==> config.mk <==
export PLATFORM = sky130hd
export DESIGN_NAME = link_wake_ctrl
export DESIGN_NICKNAME = d
export VERILOG_FILES = /design/src/rtl/lwr_pkg.sv /design/src/rtl/lwr_sync.sv /design/src/rtl/lwr_level_timer.sv /design/src/rtl/link_wake_ctrl.sv
export SDC_FILE = /design/constraint.sdc
export NUM_CORES = 1
export LEC_CHECK = 0
export ABC_CLOCK_PERIOD_IN_PS = 1390
export BUFFER_PORTS_ARGS = -buffer_cell sky130_fd_sc_hd__buf_2
export CORE_UTILIZATION = 53
export CTS_CLUSTER_DIAMETER = 200
export DETAILED_ROUTE_END_ITERATION = 6
export MAX_ROUTING_LAYER = met4
export PLACE_DENSITY = 0.77
export SYNTH_ARGS = -nofsm -noshare
export SYNTH_HDL_FRONTEND = slang
export SYNTH_SLANG_ARGS = --single-unit
==> constraint.sdc <==
create_clock -name clk -period 1.39 [get_ports clk]
set_input_delay 0.278 -clock clk [delete_from_list [all_inputs] [get_ports clk]]
set_output_delay 0.278 -clock clk [all_outputs]
set_load 0.02 [all_outputs]
==> src/rtl/lwr_pkg.sv <==
package lwr_pkg;
   typedef enum logic [2:0] {
      ST_ACTIVE  = 3'd0,
      ST_PWRDN   = 3'd1,
      ST_WAKE    = 3'd2,
      ST_SYNCHI  = 3'd3,
      ST_RESTART = 3'd4,
      ST_COLD    = 3'd5
   } lwr_state_e;
endpackage

==> src/rtl/lwr_sync.sv <==
module lwr_sync #(
   parameter int STAGES  = 2,
   parameter bit RST_VAL = 1'b0
) (
   input  logic clk,
   input  logic rst_n,
   input  logic d,
   output logic q
);
   initial begin
      if (STAGES < 2) $error("lwr_sync: STAGES must be at least 2");
   end

   logic [STAGES-1:0] ff;

   always_ff @(posedge clk or negedge rst_n) begin
      if (!rst_n) ff[0] <= RST_VAL;
      else        ff[0] <= d;
   end

   for (genvar i = 1; i < STAGES; i++) begin : g_stage
      always_ff @(posedge clk or negedge rst_n) begin
         if (!rst_n) ff[i] <= RST_VAL;
         else        ff[i] <= ff[i-1];
      end
   end

   assign q = ff[STAGES-1];
endmodule

==> src/rtl/lwr_level_timer.sv <==
module lwr_level_timer #(
   parameter int LIMIT = 125
) (
   input  logic clk,
   input  logic rst_n,
   input  logic en,
   input  logic level,
   output logic first,
   output logic reached
);
   initial begin
      if (LIMIT < 2) $error("lwr_level_timer: LIMIT must be at least 2");
   end

   localparam int              CW   = $clog2(LIMIT + 1);
   localparam logic [CW-1:0]   LAST = CW'(LIMIT - 1);
   localparam logic [CW-1:0]   TOP  = CW'(LIMIT);

   logic [CW-1:0] cnt;

   always_ff @(posedge clk or negedge rst_n) begin
      if (!rst_n)            cnt <= '0;
      else if (en && level)  cnt <= (cnt == TOP) ? TOP : cnt + 1'b1;
      else                   cnt <= '0;
   end

   assign first   = en && level && (cnt == LAST);
   assign reached = en && level && (cnt >= LAST);
endmodule

==> src/rtl/link_wake_ctrl.sv <==
module link_wake_ctrl
   import lwr_pkg::*;
#(
   parameter int PULSE_CYC   = 125,
   parameter int SYNC_STAGES = 2
) (
   input  logic clk,
   input  logic sys_rst_n,
   input  logic link_rst_n,
   input  logic sync_in,
   input  logic pwrdn_req,
   input  logic wake_evt,
   output logic bitclk_en,
   output logic sdin_drive,
   output logic codec_ready,
   output logic regs_clear
);
   initial begin
      if (PULSE_CYC < 2)   $error("link_wake_ctrl: PULSE_CYC must be at least 2");
      if (SYNC_STAGES < 2) $error("link_wake_ctrl: SYNC_STAGES must be at least 2");
   end

   localparam int RW = $clog2(PULSE_CYC + 1);

   lwr_state_e state, nxt;
   logic sync_s, rst_s;
   logic rst_first, rst_reach, sync_first, sync_reach, drv_first, drv_reach;
   logic warm_seen, pend;
   logic down_grp;

   // both asynchronous inputs are synchronised before use
   lwr_sync #(.STAGES(SYNC_STAGES), .RST_VAL(1'b0)) u_sync_sync (
      .clk(clk), .rst_n(sys_rst_n), .d(sync_in), .q(sync_s));
   lwr_sync #(.STAGES(SYNC_STAGES), .RST_VAL(1'b0)) u_sync_rst (
      .clk(clk), .rst_n(sys_rst_n), .d(link_rst_n), .q(rst_s));

   assign down_grp = (state == ST_PWRDN) || (state == ST_WAKE);

   lwr_level_timer #(.LIMIT(PULSE_CYC)) u_rst_tmr (
      .clk(clk), .rst_n(sys_rst_n), .en(1'b1), .level(!rst_s),
      .first(rst_first), .reached(rst_reach));
   lwr_level_timer #(.LIMIT(PULSE_CYC)) u_sync_tmr (
      .clk(clk), .rst_n(sys_rst_n), .en(down_grp), .level(sync_s),
      .first(sync_first), .reached(sync_reach));
   lwr_level_timer #(.LIMIT(PULSE_CYC)) u_drv_tmr (
      .clk(clk), .rst_n(sys_rst_n), .en(state == ST_WAKE), .level(1'b1),
      .first(drv_first), .reached(drv_reach));

   always_comb begin
      nxt = state;
      unique case (state)
         ST_ACTIVE:  if (pwrdn_req) nxt = ST_PWRDN;
         ST_PWRDN:   if (sync_reach) nxt = ST_SYNCHI;
                     else if (wake_evt) nxt = ST_WAKE;
         ST_WAKE:    if ((warm_seen || sync_reach) && drv_reach) nxt = ST_SYNCHI;
         ST_SYNCHI:  if (!sync_s) nxt = ST_RESTART;
         ST_RESTART: nxt = ST_ACTIVE;
         ST_COLD:    if (rst_s) nxt = ST_ACTIVE;
         default:    nxt = ST_COLD;
      endcase
      if (rst_reach) nxt = ST_COLD;   // cold reset wins from any state
   end

   always_ff @(posedge clk or negedge sys_rst_n) begin
      if (!sys_rst_n) begin
         state      <= ST_COLD;
         pend       <= 1'b0;
         warm_seen  <= 1'b0;
         regs_clear <= 1'b0;
      end else begin
         state      <= nxt;
         regs_clear <= rst_first;
         if (nxt == ST_WAKE)        pend <= 1'b1;
         else if (nxt != ST_SYNCHI) pend <= 1'b0;
         if (!down_grp && state != ST_SYNCHI)  warm_seen <= 1'b0;
         else if (state == ST_WAKE && sync_reach) warm_seen <= 1'b1;
      end
   end

   assign bitclk_en   = (state == ST_ACTIVE) || (state == ST_RESTART);
   assign codec_ready = (state == ST_ACTIVE);
   assign sdin_drive  = (state == ST_WAKE) || (state == ST_SYNCHI && pend);

   // checker state: length of the current wake drive
   logic [RW-1:0] drv_run;
   always_ff @(posedge clk or negedge sys_rst_n) begin
      if (!sys_rst_n)      drv_run <= '0;
      else if (sdin_drive) drv_run <= (drv_run == RW'(PULSE_CYC)) ? drv_run : drv_run + 1'b1;
      else                 drv_run <= '0;
   end

   a_r2_pwrdn_stops_clk: assert property (@(posedge clk) disable iff (!sys_rst_n)
      (codec_ready && pwrdn_req && !rst_reach) |=> (!bitclk_en && !codec_ready));
   a_r3_min_drive: assert property (@(posedge clk) disable iff (!sys_rst_n)
      ($fell(sdin_drive) && state != ST_COLD) |-> (drv_run >= RW'(PULSE_CYC)));
   a_r3_drive_timer_in_drive: assert property (@(posedge clk) disable iff (!sys_rst_n)
      drv_first |-> sdin_drive);
   a_r4_release_on_sync_low: assert property (@(posedge clk) disable iff (!sys_rst_n)
      ($fell(sdin_drive) && state != ST_COLD) |-> ($past(!sync_s) && $past(warm_seen)));
   a_r5_no_clk_while_sync_counts: assert property (@(posedge clk) disable iff (!sys_rst_n)
      sync_first |-> !bitclk_en);
   a_r7_restart_after_low: assert property (@(posedge clk) disable iff (!sys_rst_n)
      (state == ST_RESTART) |-> $past(!sync_s));
   a_r8_clear_only_in_cold: assert property (@(posedge clk) disable iff (!sys_rst_n)
      regs_clear |-> (state == ST_COLD && !bitclk_en && !sdin_drive));
   a_r10_no_drive_when_active: assert property (@(posedge clk) disable iff (!sys_rst_n)
      codec_ready |-> !sdin_drive);
endmodule

== Word-level counts from Yosys, hierarchy flattened ==
Index checks and enable logic that the tools add are counted.

* Logic and storage cells: 65
* Bits in registers: 31
* Input bits: 6

* Equality and inequality tests: 12
* Muxes and demuxes: 18
* $lt $le $gt $ge: 3
* Reduce and logical (&&, ||, !) cells: 18
* $add $sub $neg: 3

{| class="wikitable"
|+ Operators with widths
! kind !! number
|-
| $mux 7 || 6
|-
| $eq 7x7->1 const B || 4
|-
| $add 7x1->7 const B || 3
|-
| $ge 7x7->1 const B || 3
|-
| $mux 3 || 7
|-
| $pmux 3 s6 || 1
|-
| $eq 3x2->1 const B || 3
|-
| $logic_and 1x1->1 || 9
|-
| $eq 3x3->1 const B || 2
|-
| $ne 3x2->1 const B || 2
|-
| $logic_or 1x1->1 || 4
|-
| $mux 1 || 4
|-
| $reduce_bool 2->1 || 2
|-
| $eq 3x1->1 const B || 1
|-
| $logic_not 3->1 || 1
|-
| $logic_not 1->1 || 2
|}

== Logic depth before layout (Yosys ltp) ==
Gate-level depths: netlist (run 1).

* Depth in word-level cells: 12
* Depth in mapped cells: 6
* Depth with buffers taken out: 4

== Cells and area by module ==
A second synthesis (run 1) with hierarchy kept.

* Cells, all modules: 158
* Area total of the unflattened synthesis: 1,606.5 sq um

{| class="wikitable"
|+ By module, submodules not included
! module !! area each (sq um) !! cells each !! times used
|-
| lwr_level_timer at u_rst_tmr ... || 380.4 || 38 || 2
|-
| lwr_level_timer at u_drv_tmr || 389.1 || 38 || 1
|-
| link_wake_ctrl || 356.6 || 40 || 1
|-
| lwr_sync || 50.0 || 2 || 2
|}

== Worst setup path before layout (run 1) ==
No wires, ideal clock.

* Path type: register to register
* Start point: register state[0]
* End point: register pend
* Setup slack: -0.011 ns
* Buffers on the path: 1
* Setup time: 0.094 ns
* Arrival: 1.307 ns
* Stages on the path, launching flop included: 6
* Period minus slack after synthesis: 1.401 ns
* Cell sequence: dfstp_2 > buf_6 > nor2_4 > a32oi_1 > o2111ai_1 > a221oi_2

* Cells in the longest elaborated chain, start to end: 11
* Elaborated cells between the ends (all ways): 24
* Classes of those cells: 7 x eq/ne; 9 x mux; 8 x reduce/logical

{| class="wikitable"
|+ RTL lines
! what !! RTL line !! RTL
|-
| from (decl) || link_wake_ctrl.sv:25 || <nowiki>lwr_state_e state, nxt;</nowiki>
|-
| from (signal assigned) || link_wake_ctrl.sv:71 || <nowiki>state <= nxt;</nowiki>
|-
| $eq 3x1->1 or $eq 3x2->1 (tied branches) || link_wake_ctrl.sv:37, link_wake_ctrl.sv:51, link_wake_ctrl.sv:46 ||
|-
| $logic_or 1x1->1 || link_wake_ctrl.sv:37 || <nowiki>assign down_grp = (state == ST_PWRDN) || (state == ST_WAKE);</nowiki>
|-
| $logic_and 1x1->1 (2 in series) || lwr_level_timer.sv:28 || <nowiki>assign reached = en && level && (cnt >= LAST);</nowiki>
|-
| $logic_or 1x1->1 || link_wake_ctrl.sv:55 || <nowiki>ST_WAKE: if ((warm_seen || sync_reach) && drv_reach) nxt = ST_SYNCHI;</nowiki>
|-
| $logic_and 1x1->1 || link_wake_ctrl.sv:55 ||
|-
| $mux 3 || link_wake_ctrl.sv:55 ||
|-
| $pmux 3 s6 (*) || link_wake_ctrl.sv:51 || <nowiki>unique case (state)</nowiki>
|-
| $mux 3 (*) || link_wake_ctrl.sv:61 || <nowiki>if (rst_reach) nxt = ST_COLD;</nowiki>
|-
| $eq 3x2->1 or $ne 3x2->1 (tied branches) || link_wake_ctrl.sv:73, link_wake_ctrl.sv:74 ||
|-
| $mux 1 or $reduce_bool 2->1 (tied branches) || - ||
|-
| to (signal assigned) || link_wake_ctrl.sv:67 || <nowiki>pend <= 1'b0;</nowiki>
|-
| to (signal assigned) || link_wake_ctrl.sv:73 || <nowiki>if (nxt == ST_WAKE) pend <= 1'b1;</nowiki>
|-
| to (signal assigned) || link_wake_ctrl.sv:74 || <nowiki>else if (nxt != ST_SYNCHI) pend <= 1'b0;</nowiki>
|-
| to (decl) || link_wake_ctrl.sv:28 || <nowiki>logic warm_seen, pend;</nowiki>
|}

Every way passes the cells marked *; elsewhere a longest branch is shown, timed or not.
A chain may end at the register's enable or synchronous reset.

== Final worst setup path (run 1) ==
* Start point: register state[0]
* End point: output sdin_drive

* Cells in the longest elaborated chain, start to end: 3
* Elaborated cells between the ends (all ways): 4
* Classes of those cells: 2 x eq/ne; 2 x reduce/logical

{| class="wikitable"
|+ RTL lines
! what !! RTL line !! RTL
|-
| $eq 3x2->1 || link_wake_ctrl.sv:82 || <nowiki>assign sdin_drive = (state == ST_WAKE) || (state == ST_SYNCHI && pend);</nowiki>
|-
| $logic_and 1x1->1 || link_wake_ctrl.sv:82 ||
|-
| $logic_or 1x1->1 (*) || link_wake_ctrl.sv:82 ||
|-
| to (decl) || link_wake_ctrl.sv:14 || <nowiki>output logic sdin_drive,</nowiki>
|}

Marks and branches as above.

==> results of run 1 <==
## layout make-up
type	instances	share of cell area
inverter	10	0.01917
multi-input combinational	97	0.4006
tap	31	0.01981
timing repair buffer	32	0.1367
clock inverter	1	0.002556
sequential	31	0.3981
clock buffer	7	0.02300
## logic make-up (layout without fill, tap and decap cells)
logic type,Yosys count,in the layout,share of synthesized area
XOR/XNOR,13,13,0.07804
AO/OA/AOI/OAI,28,28,0.1126
flip-flops,31,31,0.5004
buffers and inverters,14,50,0.04666
adder cells (fa/ha/maj),9,9,0.07241
AND/OR/NAND/NOR,47,47,0.1899
## power by group
group	switching, µW	internal (µW)	leakage [µW]
Combinational	648	668	0.000480
Clock	307	197	0.0000293
Sequential	126	1020	0.000409
Total	1080	1890	0.000918
## critical path: cells and delay by family, from the launching register on
family	cells	cell delay [ps]
AOI/OAI and AO/OA	1	40
buffers and inverters	2	270
DFF	1	610
## layout by cell type (no fill, tap or decap), drive strengths merged
cell type and count:
or2 2, dfstp 2, o2111ai 1, ha 9, nor3 5, nand4 1, clkbuf 7, o21a 1
dfrtp 29, nor2b 5, nor2 3, a21oi 19, nand2 5, a32oi 2, a41o 1, and4b 2
and4 5, and3 5, xnor2 5, inv 10, clkinv 1, o311ai 1, and3b 1, xor2 8
dlygate4sd3 1, buf 31, nand2b 3, o21ai 1, a211oi 1, nand3 10, a221oi 1
## worst min path at each step
stage	end	from	slack, ps	cells past startpoint
floorplan	pend$_DFFE_PN0P_	sys_rst_n	-20	0
global placement	u_drv_tmr.cnt[1]$_DFF_PN0_	sys_rst_n	200	1
detailed placement	u_drv_tmr.cnt[5]$_DFF_PN0_	sys_rst_n	210	1
CTS	u_sync_rst.ff[0]$_DFF_PN0_	link_rst_n	30	1
global route	u_sync_sync.ff[0]$_DFF_PN0_	sync_in	20	1
finish	u_sync_rst.ff[0]$_DFF_PN0_	link_rst_n	40	1
## state kept, by name, summed over array words and instances (netlist names)
name,cells
u_sync_sync.ff,1
u_drv_tmr.cnt,7
state,3
u_rst_tmr.cnt,7
u_sync_sync.q,1
u_sync_tmr.cnt,7
pend,1
u_sync_rst.q,1
warm_seen,1
regs_clear,1
u_sync_rst.ff,1
## repair_timing
action,CTS,global route
buffers inserted,5,2
setup endpoints to repair,7,8
pin swaps,10,1
hold endpoints to repair,14,0
hold buffers,1,0
gates resized for setup,17,7
## per-stage QoR
step / std cells / cell area (µm²) / hold slack (ps) / power, µW
after floorplan: 142 / 1555 / -17.59 / 1716
after global placement: 193 / 1729 / 201.1 / 1979
after detailed placement: 193 / 1729 / 213.7 / 2027
after CTS: 207 / 1916 / 34.11 / 2847
after global routing: 209 / 1958 / 22.48 / 3123
final: 209 / 1958 / 43.37 / 2967
## metal layers
layer	GRT usage	wire, µm	vias up
li1	-	-	566
met1	0.3029	1530	579
met2	0.3776	1744	32
met3	0.08605	154	12
met4	0.1080	138	0
met5	-	0	-
==> impl_metrics.env, run 1 <==
export IMPL_status="complete, but fails checks"
export IMPL_violations="setup timing"
export IMPL_start_kind="register"
export IMPL_ys_dominant_reg_cell="dfrtp_1"
export IMPL_synth_fp_nets=157
export IMPL_rows=19
export IMPL_cts_tree="built"
export IMPL_timing_rr_start="state[1]$_DFF_PN0_"
export IMPL_clock_latency_ps=340
export IMPL_viasPerCell=5.689
export IMPL_synth_most_common_cell="dfrtp_1"
export IMPL_ant_nets=0
export IMPL_cts_buffer_depth=2
export IMPL_cp_endpoint="sdin_drive"
export IMPL_yosysUniqueCellTypes=34
export IMPL_initial_core_util=0.5640
export IMPL_finalSetupTns_ps=-628.7
export IMPL_rsz0062_at_grt="true"
export IMPL_drt_total_wl_mm=3.568
export IMPL_grt_antenna_before_repair=0
export IMPL_crit_chain="buf_6 -> a21oi_2 -> buf_4"
export IMPL_dpl_hpwl_mm=2.178
export IMPL_skew_ps=7.782
export IMPL_synth_top_cell_by_area="dfrtp_1"
export IMPL_drive_gt1_frac=0.3258
export IMPL_max_stage_delay_ps=610
export IMPL_powerDensity_mw_per_mm2=1515
export IMPL_async_reset_ff_frac=1.000
export IMPL_die_height_um=56.17
export IMPL_fillCellCount=188
export IMPL_nNetsFinal=192
export IMPL_pre_cts_ws_ps=-69.31
export IMPL_startpoint="state[0]$_DFF_PN1_"
export IMPL_max_freq_ghz=0.6535
export IMPL_clk_pin_slew_ps=100
export IMPL_setup_violations=7
export IMPL_grt_pass1_wl_mm=5.671
export IMPL_vdd_ir_drop_max_mv=1.263
export IMPL_worstPathArrival_ps=1250
export IMPL_clock_sinks=31
export IMPL_finalCriticalPeriod_ps=1530
export IMPL_yosysWarnings=0
export IMPL_grt_pass1_vias=1204
export IMPL_endpoint_kind="primary output"
export IMPL_crit_fanout=4
export IMPL_portBuffers=9
export IMPL_die_x_um=56.17
export IMPL_crit_type="reg -> out"
export IMPL_vias=1189
export IMPL_regToRegSetupSlack_ps=-110
export IMPL_worst_slack_ps=-140.3
export IMPL_cp_slowest_cell="dfstp_2"
export IMPL_drcViolationCount=0
export IMPL_finish_utilization=0.7101
export IMPL_gp_congestion=0.8735
export IMPL_regArea_um2=779.5
export IMPL_track_usage=0.2490
export IMPL_postSynthCellCount=142
export IMPL_n_antenna_cell=0
export IMPL_synth_top_area_share=0.4666
export IMPL_die_area_mm2=0.003155
export IMPL_synthTopCellsByArea="dfrtp_1, ha_1, a21oi_1"
export IMPL_power_leakage_uw=0.0009184
export IMPL_synthTopCellsByCount="dfrtp_1, a21oi_1, inv_1, nand3_1, ha_1"
export IMPL_maxCapViolations=0
export IMPL_drt_initial_drc_count=22
export IMPL_netlist_area_mm2=0.001555
export IMPL_worst_slew_pin_slew_ps=367.4
export IMPL_grt_max_degree=18
export IMPL_first_pass_iters=4
export IMPL_worstReg2RegEnd="pend$_DFFE_PN0P_"
export IMPL_ff2ff_path_depth=5
export IMPL_synth_seq_cells=31
export IMPL_synth_area_per_cell_um2=10.95
export IMPL_hold_viol_final=0
export IMPL_synth_edf_count=0
export IMPL_io_pins=10
export IMPL_h_tree_depth=2
export IMPL_slew_headroom=0.7551
export IMPL_synth_seq_area_share=0.5004
export IMPL_multi_input_area_um2=784.5
export IMPL_overflow=0
export IMPL_clockRootBuffer="clkbuf_4"
export IMPL_cp_required_ps=1110
export IMPL_wl_per_cell_um=17.07
export IMPL_hp_class="in -> reg"
export IMPL_numCtsBuffers=5
export IMPL_period_share=1.101
export IMPL_syn_to_final_growth_pct=25.91
export IMPL_slew_violations=0
export IMPL_coreArea_mm2=0.002758
No activity file was read; power rests on OpenSTA's default activity.
==> run 2: changes to the inputs <==
- ABC_AREA: unset -> 1
==> run 2 against run 1 <==
- power is 4.7% lower
- hold slack better by 17 ps
- clock power rose by 18%
- largest power group is now sequential cells
- clock skew decreased by 0.91 ps
- fmax fell by 3.0%
- the run still ends with setup timing left
- largest cell class is now registers
- via count is 4.1% higher
- sequential cell count stayed put
- core utilization is 2.0 points lower
- clock-buffer cell count is 1 higher
- non-clock buffer count fell by 10
==> impl_metrics.env, run 2 <==
export IMPL_status="complete, but fails checks"
export IMPL_violations="setup timing"
export IMPL_mostFrequentLayoutCells="dfrtp_1, inv_1, nand2_1"
export IMPL_finalCriticalPeriod_ps=1577
export IMPL_cp_required_ps=1110
export IMPL_slew_violations=0
export IMPL_n_antenna_cell=0
export IMPL_synth_seq_cells=31
export IMPL_finalNonFillerCells=232
export IMPL_initial_core_util=0.5640
export IMPL_worstReg2RegEnd="pend$_DFFE_PN0P_"
export IMPL_p_sw_uw=1035
export IMPL_io_pins=10
export IMPL_p_int_uw=1792
export IMPL_netlist_area_mm2=0.001555
export IMPL_slew_headroom=0.7382
export IMPL_drive_gt1_frac=0.2836
export IMPL_synthTopCellsByCount="dfrtp_1, inv_1, nand2_1, a21oi_1, nor2_1"
export IMPL_die_x_um=56.17
export IMPL_yosysUniqueCellTypes=25
export IMPL_nNetsFinal=215
export IMPL_synth_area_per_cell_um2=9.042
export IMPL_vdd_ir_drop_max_mv=1.686
export IMPL_worstPathArrival_ps=1300
export IMPL_power_frac_comb=0.375
export IMPL_clock_sinks=31
export IMPL_h_tree_depth=2
export IMPL_crit_type="reg -> out"
export IMPL_die_height_um=56.17
export IMPL_sw_frac_of_total=0.3660
export IMPL_clock_latency_ps=320
export IMPL_p_total_uw=2827
export IMPL_clk_pin_slew_ps=100
export IMPL_layout_commonest_cell="dfrtp_1"
export IMPL_worst_slew_pin_slew_ps=392.7
export IMPL_grt_antenna_before_repair=0
export IMPL_hp_start="sync_in"
export IMPL_drt_initial_drc_count=26
export IMPL_regToRegSetupSlack_ps=-170
export IMPL_numCtsBuffers=5
export IMPL_ff2ff_path_depth=10
export IMPL_power_frac_seq=0.414
export IMPL_timing_rr_start="state[0]$_DFF_PN1_"
export IMPL_viasPerCell=5.336
export IMPL_drcViolationCount=0
export IMPL_synth_top_area_share=0.4666
export IMPL_period_share=1.134
export IMPL_maxCapViolations=0
export IMPL_finalSetupTns_ps=-1164
export IMPL_coreArea_mm2=0.002758
export IMPL_grt_pass1_wl_mm=5.395
export IMPL_die_area_mm2=0.003155
export IMPL_rsz0062_at_grt="true"
export IMPL_track_usage=0.2348
export IMPL_synth_fp_nets=187
export IMPL_power_leakage_uw=0.0009487
export IMPL_pre_cts_ws_ps=32.87
export IMPL_yosysWarnings=0
export IMPL_synthTopCellsByArea="dfrtp_1, ha_1, inv_1"
export IMPL_cts_tree="built"
export IMPL_hp_class="in -> reg"
export IMPL_vias=1238
export IMPL_grt_pass1_vias=1245
export IMPL_synth_top_cell_by_area="dfrtp_1"
export IMPL_max_freq_ghz=0.6342
export IMPL_fillCellCount=192
export IMPL_synth_most_common_cell="dfrtp_1"
export IMPL_syn_to_final_growth_pct=22.45
export IMPL_clockPowerShare=0.211
export IMPL_async_reset_ff_frac=1.000
export IMPL_wl_per_cell_um=13.88
export IMPL_first_pass_iters=4
export IMPL_gp_congestion=0.8693
export IMPL_synth_edf_count=0
export IMPL_ys_dominant_reg_cell="dfrtp_1"
export IMPL_grt_max_degree=32
export IMPL_placed_area_mm2=0.001662
export IMPL_overflow=0
export IMPL_dpl_hpwl_mm=2.025
export IMPL_place_inst=214
export IMPL_postSynthCellCount=172
export IMPL_cts_buffer_depth=2
export IMPL_worst_slack_ps=-186.9
export IMPL_drt_total_wl_mm=3.220
export IMPL_clockRootBuffer="clkbuf_4"
export IMPL_setup_violations=13
export IMPL_skew_ps=6.871
export IMPL_rows=19
export IMPL_hold_depth=1
export IMPL_portBuffers=9
export IMPL_ant_nets=0
export IMPL_largestRegisters="u_drv_tmr.cnt (7), u_rst_tmr.cnt (7), u_sync_tmr.cnt (7)"
export IMPL_fin_area_mm2=0.001904
export IMPL_powerDensity_mw_per_mm2=1485
export IMPL_synth_seq_area_share=0.5004
export IMPL_endpoint_kind="primary output"
export IMPL_crit_fanout=5
export IMPL_start_kind="register"
export IMPL_hold_viol_final=0
export IMPL_min_to="u_sync_sync.ff[0]$_DFF_PN0_"
[run 2: stage by stage]
step | util | hold slack [ps]
3_5_place_dp | 0.6025 | 321.3
4_1_cts | 0.6538 | 44.87
2_1_floorplan | - | -17.59
6_report | 0.6906 | 59.91
5_1_grt | 0.6906 | 46.30
3_3_place_gp | 0.6025 | 311.1
[run 2: worst max path at each step]
stage                       startpoint                to  slack, ps  depth (start not counted)
finish              state[0]$_DFF_PN1_       codec_ready       -190                          3
global route        state[0]$_DFF_PN1_  pend$_DFFE_PN0P_       -250                         10
CTS                 state[0]$_DFF_PN1_        sdin_drive       -190                          3
detailed placement  state[2]$_DFF_PN1_  pend$_DFFE_PN0P_         30                          6
global placement    state[0]$_DFF_PN1_        sdin_drive        100                          3
floorplan           state[0]$_DFF_PN1_        sdin_drive         60                          2
[run 2: final cells by class]
| class | count | area [µm²] | share of cell area |
|---|---|---|---|
| clock buffer | 8 | 68.82 | 0.03614 |
| inverter | 27 | 101.3 | 0.05322 |
| tap | 31 | 38.79 | 0.02037 |
| timing repair buffer | 22 | 160.2 | 0.08410 |
| multi-input combinational | 113 | 754.5 | 0.3962 |
| sequential | 31 | 780.7 | 0.4100 |
[run 2: per-layer routing]
layer | GRT usage | routed length, µm
met5 | - | 0
met4 | 0.1220 | 61
met3 | 0.04419 | 109
met2 | 0.3810 | 1616
met1 | 0.2786 | 1433
[run 2: cell families after synthesis]
family	share of synthesized area
XOR/XNOR	0.06195
adder cells (fa/ha/maj)	0.07241
buffers and inverters	0.06838
AND/OR/NAND/NOR	0.2011
flip-flops	0.5004
AO/OA/AOI/OAI	0.09574
[run 2: power groups by stage]
| stage | clock network (µW) | registers [µW] | logic [µW] |
|---|---|---|---|
| 6_report | 597 | 1170 | 1060 |
| 5_1_grt | 627 | 1190 | 1150 |
| 4_1_cts | 613 | 1150 | 818 |
| 3_5_place_dp | 0 | 1160 | 672 |
| 3_3_place_gp | 0 | 1150 | 644 |
| 2_1_floorplan | 0 | 1140 | 486 |
[run 2: critical path, stage by stage, from the launching register on]
cell and delay (ps):
dfstp_2 620, buf_4 150, nor3_4 50, buf_4 160
[run 2: repair_timing]
| item | CTS | global route |
|---|---|---|
| pin swaps | 2 | 3 |
| hold buffers | 1 | 0 |
| endpoints found under the setup margin | 3 | 13 |
| gates cloned | 0 | 0 |
| setup buffers | 5 | 4 |
| hold endpoints to repair | 29 | 0 |
| gates resized for setup | 7 | 20 |
